[src/rtl/cpuif_pkg.sv]
package cpuif_pkg;
    localparam int ID_W        = 10;
    localparam int PRIO_W      = 8;
    localparam logic [ID_W-1:0] SPURIOUS_ID = 10'd1023;
    localparam logic [PRIO_W-1:0] MASK_RESET = 8'hF0;

    localparam logic [1:0] OFS_CTRL = 2'd0;
    localparam logic [1:0] OFS_MASK = 2'd1;
    localparam logic [1:0] OFS_ACK  = 2'd2;
    localparam logic [1:0] OFS_EOI  = 2'd3;

    typedef enum logic {
        ST_IDLE   = 1'b0,
        ST_ACTIVE = 1'b1
    } ack_state_t;
endpackage

[src/rtl/cpuif_prio_select.sv]
module cpuif_prio_select
    import cpuif_pkg::*;
#(
    parameter int N_LINES = 8
) (
    input  logic [N_LINES-1:0]        pend_i,
    input  logic [N_LINES*PRIO_W-1:0] prio_i,
    output logic                      found_o,
    output logic [ID_W-1:0]           win_id_o,
    output logic [PRIO_W-1:0]         win_prio_o
);
    always_comb begin
        found_o    = 1'b0;
        win_id_o   = '0;
        win_prio_o = '1;
        for (int i = 0; i < N_LINES; i++) begin
            if (pend_i[i] && (!found_o || prio_i[i*PRIO_W +: PRIO_W] < win_prio_o)) begin
                found_o    = 1'b1;
                win_id_o   = ID_W'(i);
                win_prio_o = prio_i[i*PRIO_W +: PRIO_W];
            end
        end
    end
endmodule

[src/rtl/cpuif_ctrl_regs.sv]
module cpuif_ctrl_regs
    import cpuif_pkg::*;
(
    input  logic              clk,
    input  logic              rst_n,
    input  logic              wr_ctrl_i,
    input  logic              wr_mask_i,
    input  logic [31:0]       wdata_i,
    output logic              enable_o,
    output logic [PRIO_W-1:0] mask_o
);
    always_ff @(posedge clk or negedge rst_n) begin
        if (!rst_n) begin
            enable_o <= 1'b0;
            mask_o   <= MASK_RESET;
        end else begin
            if (wr_ctrl_i) enable_o <= wdata_i[0];
            if (wr_mask_i) mask_o   <= wdata_i[PRIO_W-1:0];
        end
    end
endmodule

[src/rtl/cpu_irq_ack_if.sv]
module cpu_irq_ack_if
    import cpuif_pkg::*;
#(
    parameter int N_LINES = 8
) (
    input  logic                      clk,
    input  logic                      rst_n,
    input  logic                      bus_sel,
    input  logic                      bus_wr,
    input  logic [1:0]                bus_addr,
    input  logic [31:0]               bus_wdata,
    output logic [31:0]               bus_rdata,
    input  logic [N_LINES-1:0]        line_pend,
    input  logic [N_LINES*PRIO_W-1:0] line_prio,
    output logic                      cpu_irq
);
    localparam int MAX_LINES = 1020;

    initial begin
        if (N_LINES < 1 || N_LINES > MAX_LINES)
            $error("N_LINES out of range");
    end

    ack_state_t        state_q, state_d;
    logic [ID_W-1:0]   act_id_q;
    logic [PRIO_W-1:0] act_prio_q;
    logic              enable;
    logic [PRIO_W-1:0] mask;
    logic              found;
    logic [ID_W-1:0]   win_id;
    logic [PRIO_W-1:0] win_prio;
    logic              qualify;
    logic              ack_rd, eoi_wr, take, complete;

    cpuif_prio_select #(.N_LINES(N_LINES)) sel_i (
        .pend_i    (line_pend),
        .prio_i    (line_prio),
        .found_o   (found),
        .win_id_o  (win_id),
        .win_prio_o(win_prio)
    );

    cpuif_ctrl_regs regs_i (
        .clk      (clk),
        .rst_n    (rst_n),
        .wr_ctrl_i(bus_sel && bus_wr && bus_addr == OFS_CTRL),
        .wr_mask_i(bus_sel && bus_wr && bus_addr == OFS_MASK),
        .wdata_i  (bus_wdata),
        .enable_o (enable),
        .mask_o   (mask)
    );

    assign ack_rd = bus_sel && !bus_wr && bus_addr == OFS_ACK;
    assign eoi_wr = bus_sel &&  bus_wr && bus_addr == OFS_EOI;

    // Output process: qualification and request line
    always_comb begin
        qualify = 1'b0;
        unique case (state_q)
            ST_IDLE:   qualify = enable && found && (win_prio < mask);
            ST_ACTIVE: qualify = enable && found && (win_prio < mask) && (win_prio < act_prio_q);
        endcase
        cpu_irq  = qualify;
        take     = 1'b0;
        complete = 1'b0;
        unique case (state_q)
            ST_IDLE:   take     = ack_rd && qualify;
            ST_ACTIVE: complete = eoi_wr && (bus_wdata[ID_W-1:0] == act_id_q);
        endcase
    end

    // Next-state logic: TAKE and COMPLETE transitions
    always_comb begin
        state_d = state_q;
        unique case (state_q)
            ST_IDLE:   if (take)     state_d = ST_ACTIVE;
            ST_ACTIVE: if (complete) state_d = ST_IDLE;
        endcase
    end

    // State register
    always_ff @(posedge clk or negedge rst_n) begin
        if (!rst_n) state_q <= ST_IDLE;
        else        state_q <= state_d;
    end

    // Active record
    always_ff @(posedge clk or negedge rst_n) begin
        if (!rst_n) begin
            act_id_q   <= '0;
            act_prio_q <= '1;
        end else if (take) begin
            act_id_q   <= win_id;
            act_prio_q <= win_prio;
        end
    end

    // Registered read data
    always_ff @(posedge clk or negedge rst_n) begin
        if (!rst_n) begin
            bus_rdata <= '0;
        end else if (bus_sel && !bus_wr) begin
            unique case (bus_addr)
                OFS_CTRL: bus_rdata <= {31'b0, enable};
                OFS_MASK: bus_rdata <= {{(32-PRIO_W){1'b0}}, mask};
                OFS_ACK:  bus_rdata <= {{(32-ID_W){1'b0}}, take ? win_id : SPURIOUS_ID};
                OFS_EOI:  bus_rdata <= '0;
            endcase
        end
    end
endmodule

[config.mk]
export PLATFORM = sky130hd
export DESIGN_NAME = cpu_irq_ack_if
export DESIGN_NICKNAME = d
export VERILOG_FILES = /design/src/rtl/cpuif_pkg.sv /design/src/rtl/cpuif_prio_select.sv /design/src/rtl/cpuif_ctrl_regs.sv /design/src/rtl/cpu_irq_ack_if.sv
export SDC_FILE = /design/constraint.sdc
export NUM_CORES = 1
export LEC_CHECK = 0
export ABC_AREA = 1
export CAP_MARGIN = 10
export CORE_ASPECT_RATIO = 1.25
export CORE_MARGIN = 5
export CORE_UTILIZATION = 50
export DETAILED_ROUTE_END_ITERATION = 7
export DONT_BUFFER_PORTS = 1
export PLACE_DENSITY = 0.67
export SYNTH_ARGS = -nofsm -noshare
export SYNTH_HDL_FRONTEND = slang
export SYNTH_SLANG_ARGS = --single-unit
[constraint.sdc]
create_clock -name clk -period 12.2 [get_ports clk]
set_input_delay 0.61 -clock clk [delete_from_list [all_inputs] [get_ports clk]]
set_output_delay 0.61 -clock clk [all_outputs]
set_load 0.05 [all_outputs]
Word-level counts from Yosys, hierarchy flattened:

Cells that the tools add are included.

* register bits after elaboration: 60
* bits of input ports: 110
* output and inout bits: 33
* logic and storage cells: 85

* $lt $le $gt $ge: 9
* eq/ne operators: 4
* muxes and demuxes: 31
* bitwise gates (word level): 1
* reduce and logical (&&, ||, !) cells: 34

Operator list (number)
* one-hot mux 32 bit (4 select lines): 1
* < comparator 8 bit: 9
* two-way mux 8 bit: 8
* logical AND 1 bit: 18
* two-way mux 1 bit: 13
* two-way mux 3 bit: 4
* equality test 10 bit: 1
* two-way mux 10 bit: 1
* zero test 1 bit: 8
* logical OR 1 bit: 7
* equality test 2 bit, second input constant: 2
* two-way mux 2 bit: 2
* one-hot mux 1 bit (2 select lines): 2
* equality test 2 x 1 -> 1 bit, second input constant: 1
* zero test 2 bit: 1
* NOT 1 bit: 1

Longest topological paths before layout:

* depth after elaboration: 37
* depth in mapped cells: 98
* depth with buffers taken out: 91

Hierarchy:

From an unflattened synthesis, not the netlist that was laid out.

* cells, all modules: 718
* area total of the unflattened synthesis: 4722.0 sq um

Modules (own cells, without submodules)
* cpuif_prio_select: instances 1, cells each 411, area an instance 2218.4 sq um, seq. area each 0.0 sq um
* cpu_irq_ack_if: instances 1, cells each 268, area an instance 2153.3 sq um, seq. area each 735.7 sq um
* cpuif_ctrl_regs: instances 1, cells each 39, area an instance 350.3 sq um, seq. area each 230.2 sq um

Least setup slack after synthesis:

No wires, ideal clock.

* kind: input-to-output
* start: in line_pend[0]
* end: out cpu_irq
* data arrival time: 11.340 ns
* data required time: 11.590 ns
* slack: 0.250 ns
* stages: 80
* buffers on the path: 7
* cell sequence: inv_1 nor2_1 ha_1 inv_1 o21bai_1 inv_1 nand2_1 nand2_1 nand2_1 nand2_2 nand2_2 clkbuf_1 nand2_1 o21ai_0 ha_1 a21oi_1 nor2_1 a211oi_1 [... 44 more ...] o21ai_0 inv_1 ha_1 a21oi_1 nor2_1 a211oi_1 nand2_1 nand2_1 nand2_2 inv_2 clkbuf_1 nand2_1 o21ai_1 ha_1 a211oi_1 o2111ai_1 a21oi_4 a21boi_1

* longest elaborated chain between the ends: 33
* elaborated cells between the ends (all ways): 50
* classes of those cells: order compare: 9; mux: 17; reduce/logical: 24

Ends and longest elaborated chain
* start: declaration: RTL line cpu_irq_ack_if.sv:13 `input logic [N_LINES-1:0] line_pend,`
* two-way mux 8 bit or two-way mux 1 bit (tied branches): RTL line cpuif_prio_select.sv:17 `if (pend_i[i] && (!found_o || prio_i[i*PRIO_W +: PRIO_W] < win_prio_o)) begin`
* < comparator 8 bit or zero test 1 bit (tied branches): RTL line cpuif_prio_select.sv:17
* logical OR 1 bit: RTL line cpuif_prio_select.sv:17
* logical AND 1 bit: RTL line cpuif_prio_select.sv:17
* two-way mux 8 bit or two-way mux 1 bit (tied branches): RTL line cpuif_prio_select.sv:17
* < comparator 8 bit or zero test 1 bit (tied branches): RTL line cpuif_prio_select.sv:17
* logical OR 1 bit: RTL line cpuif_prio_select.sv:17
* logical AND 1 bit: RTL line cpuif_prio_select.sv:17
* [... 18 more ...]
* logical OR 1 bit: RTL line cpuif_prio_select.sv:17
* logical AND 1 bit: RTL line cpuif_prio_select.sv:17
* two-way mux 8 bit *: RTL line cpuif_prio_select.sv:17
* net sel_i.win_prio_o[7]: RTL line cpuif_prio_select.sv:10 `output logic [PRIO_W-1:0] win_prio_o`
* < comparator 8 bit: RTL line cpu_irq_ack_if.sv:60, cpu_irq_ack_if.sv:61
* logical AND 1 bit: RTL line cpu_irq_ack_if.sv:60, cpu_irq_ack_if.sv:61
* logical AND 1 bit: RTL line cpu_irq_ack_if.sv:61 `ST_ACTIVE: qualify = enable && found && (win_prio < mask) && (win_prio < act_prio_q);`
* one-hot mux 1 bit (2 select lines) *: RTL line cpu_irq_ack_if.sv:59 `unique case (state_q)`
* end: declaration: RTL line cpu_irq_ack_if.sv:15 `output logic cpu_irq`

Mark *: on every way through the listed nets, which the timed path passes. The rest lies on a longest branch.

Worst setup path after layout:

Ends and elaborated chain as after synthesis.

==> flow_summary.yaml <==
routing:
  drt-total-wl_um: 9680
  initial_drc_count: 148
  wl_per_cell_um: 13.3
  num_vias: 3805
  antenna_violating_nets_post_route: 0
  drc_errors: 0
  via_per_inst: 5.24
  dr.pass1.iters: 4
die:
  die_area_sq_um: 9950
  area_of_the_core_sq_um: 7840
  effective_utilization_at_floorplan_pct: 51.3
  row_count: 36
  vertical_die_dimension_um: 110
  io_pins: 143
  fp.dieW_um: 90.2
sta:
  worstMarginPinSlew_ps: 894
  slew-limit-headroom_pct: 40.4
  slew_violations: 0
  setup_total_negative_slack_ps: 0
  final_min_period_over_clock_period_pct: 91.8
  timing.clock.skew_ps: 6.36
  fmaxAchievable_ghz: 0.0893
  finalHoldViolations: 0
  final_setup_violation_count: 0
  final.hold.worst_slack_ps: 15.7
  finalCriticalPeriod_ps: 11190
critical_path:
  maximum_cell_stage_delay_along_the_critical_path_ps: 330
  critPathCaptureType: "primary output"
  worstPathArrival_ps: 10580
  worst-path-max-fanout: 16
  worst-setup-path-type: "input pin to primary output"
  setup.worst_path.start_class: "input pin"
  worst-r2r-cell-count: 9
  timing.critical_path.slowest_stage_cell: "o21ai_0"
  cp_data_required_time_ps: 11590
  path_common_cell: "nand2_1"
pwr:
  power_per_cell_area_nw_per_um2: 144
  irDropWorstVdd_mv: 0.118
  report.power.total_uw: 602
  cellLeakagePower_uw: 0.00230
clocking:
  clock_tree.root_cell: "clkbuf_8"
  cts_num_sinks: 30
  worstSkewPairLatency_ps: 280
  cts_buffers: 5
  htreeDepth: 2
  clock_tree_from_tritoncts: "done"
  clk_pin_slew_ps: 60
  cts_hold_buf: 0
  clock_tree.buffer_depth: 2
synthesis:
  yosys.area.top_type_share_pct: 17.5
  synth-warning-count: 0
  netlist_instances: 631
  async_reset_ff_share_pct: 100
  synth_area_sq_um: 4020
  synth_sequential_area_ratio_pct: 19.0
  synth-edff-count: 0
  synth-main-ff-cell: "dfrtp_1"
  netlist-cell-type-count: 38
  postSynthRegisterBits: 30
  synth_top_cells_by_area: "nand2_1 (18%), ha_1 (16%), dfrtp_1 (11%), dfstp_2 (7.8%), inv_1 (7.1%)"
  biggest_area_consumer_among_synthesized_cells: "nand2_1"
  post_synthesis_area_per_instance_sq_um: 6.38
place:
  hpwl_um: 8420
  port-buffer-count: 0
  globalplace.congestion: 0.816
global_routing:
  pin_count_of_the_biggest_net_entering_global_routing: 31
  globalRouteTotalUtil_pct: 19.4
  antenna_found_initial: 1
  grt_pass1_vias: 3779
  total_gr_overflow: 0
  first_pass_grt_wire_length_um: 16200
run:
  max_capacitance_violation_count: 0
finish:
  layout.filler_cells: 816
  design.final.nets: 790
  area_growth_pct: 3.70
  utilization_pct: 53.2
  drive_above_1_share_pct: 12.9
worst_hold_path:
  hold_class: "input pin to asynchronous set/reset pin"
status:
  run_status: "complete, no violations"
-- synthesized netlist by cell type (6+ instances only) --
master    number
a211oi_1       8
a21oi_1       26
a21oi_2        7
buf_4         23
clkbuf_1       8
dfrtp_1       18
dfstp_2       12
ha_1          51
inv_1         76
inv_2          7
nand2_1      188
nand2_2       13
nand2_4        8
nand3_1       39
nor2_1        54
nor2_2         6
o21ai_0       41
o21bai_1       6
-- path summary, 6_finish.rpt --
kind,slack [ps],to,start
max in group asynchronous,12000,act_prio_q[0]$_DFFE_PN1P_,rst_n
min reg2reg,480,act_prio_q[0]$_DFFE_PN1P_,act_prio_q[0]$_DFFE_PN1P_
max reg2reg,9910,act_id_q[1]$_DFFE_PN0P_,regs_i.mask_o[7]$_DFFE_PN1P_
max,1010,cpu_irq,line_pend[0]
min in group clk,470,regs_i.mask_o[6]$_DFFE_PN1P_,bus_wdata[6]
min,20,regs_i.mask_o[3]$_DFFE_PN0P_,rst_n
-- cells in the final DEF, fill, tap and decap left out, drive strengths merged --
| master | n |
|---|---|
| nand2 | 209 |
| inv | 81 |
| nor2 | 60 |
| ha | 51 |
| o21ai | 48 |
| nand3 | 39 |
| a21oi | 34 |
| conb | 22 |
| dfrtp | 18 |
| dfstp | 12 |
| a211oi | 8 |
| clkbuf | 7 |
| o21bai | 6 |
| nand3b | 5 |
| a22oi | 5 |
| nand4 | 4 |
| clkinvlp | 3 |
| or2 | 2 |
| and2 | 2 |
| nor4 | 2 |
| buf | 2 |
| clkinv | 2 |
| diode | 1 |
| o21a | 1 |
| o2111ai | 1 |
| a21boi | 1 |
| xor2 | 1 |
| xnor2 | 1 |
| o41ai | 1 |
| a221oi | 1 |
| a31oi | 1 |
-- layer usage --
layer  up-vias  track usage [%]  wire length (um)
li1       1993                -                 -
met1      1684             19.6              3560
met2       107             37.8              5130
met3        21             5.77               742
met4         0             7.02               245
met5         -                0                 0
-- cells by family (layout without fill, tap and decap cells) --
family                     Yosys count  in the layout  synth area share [%]
and+or+nand+nor                    323            323                  35.1
buffers and inverters              117             95                  13.4
AOI/OAI and AO/OA                  107            107                  16.0
adders and majority gates           51             51                  15.9
DFF                                 30             30                  19.0
xor gates and xnor gates             2              2                 0.435
other                                1             23                0.0932
-- state kept, by name, indices dropped and copies added, names as in the netlist --
name,cells
act_id_q,3
act_prio_q,8
bus_rdata,9
regs_i.enable_o,1
regs_i.mask_o,8
state_q,1
-- cell type report --
cell class | count | area, sq um | area share (%)
multi-input cells | 505 | 2850 | 68.2
repair inverters | 1 | 7.51 | 0.180
flip-flops and latches | 30 | 766 | 18.4
clock inverters | 1 | 5.00 | 0.120
diodes | 1 | 2.50 | 0.0600
repair buffers | 2 | 15.0 | 0.360
inverters | 84 | 325 | 7.80
clock buffers | 7 | 86.3 | 2.07
well taps | 95 | 119 | 2.85
-- critical path, delay by kind of cell --
kind	cells	cell delay [ps]
AND/OR/NAND/NOR	33	2880
AO/OA/AOI/OAI	23	3800
adder cells (fa/ha/maj)	8	2310
buffers and inverters	9	930
-- stage by stage --
step | instance area (sq um) | cells | setup slack (ps)
5_1_grt | 4170 | 726 | -65.5
6_report | 4170 | 726 | 1010
2_1_floorplan | 4100 | 652 | 250
3_3_place_gp | 4010 | 716 | 208
4_1_cts | 4110 | 724 | 61.4
3_5_place_dp | 4010 | 716 | -4.22
-- power by group --
group	internal, uW	switching (uW)	total [uW]
clock	45.4	37.2	82.7
combinational	126	224	350
sequential	137	32.0	169
-- repair_timing --
item	CTS	global route
endpoints found under the setup margin	1	22
setup buffers	0	0
gates resized for setup	3	29
gates cloned	0	1
(Power assumes the default switching activity.)
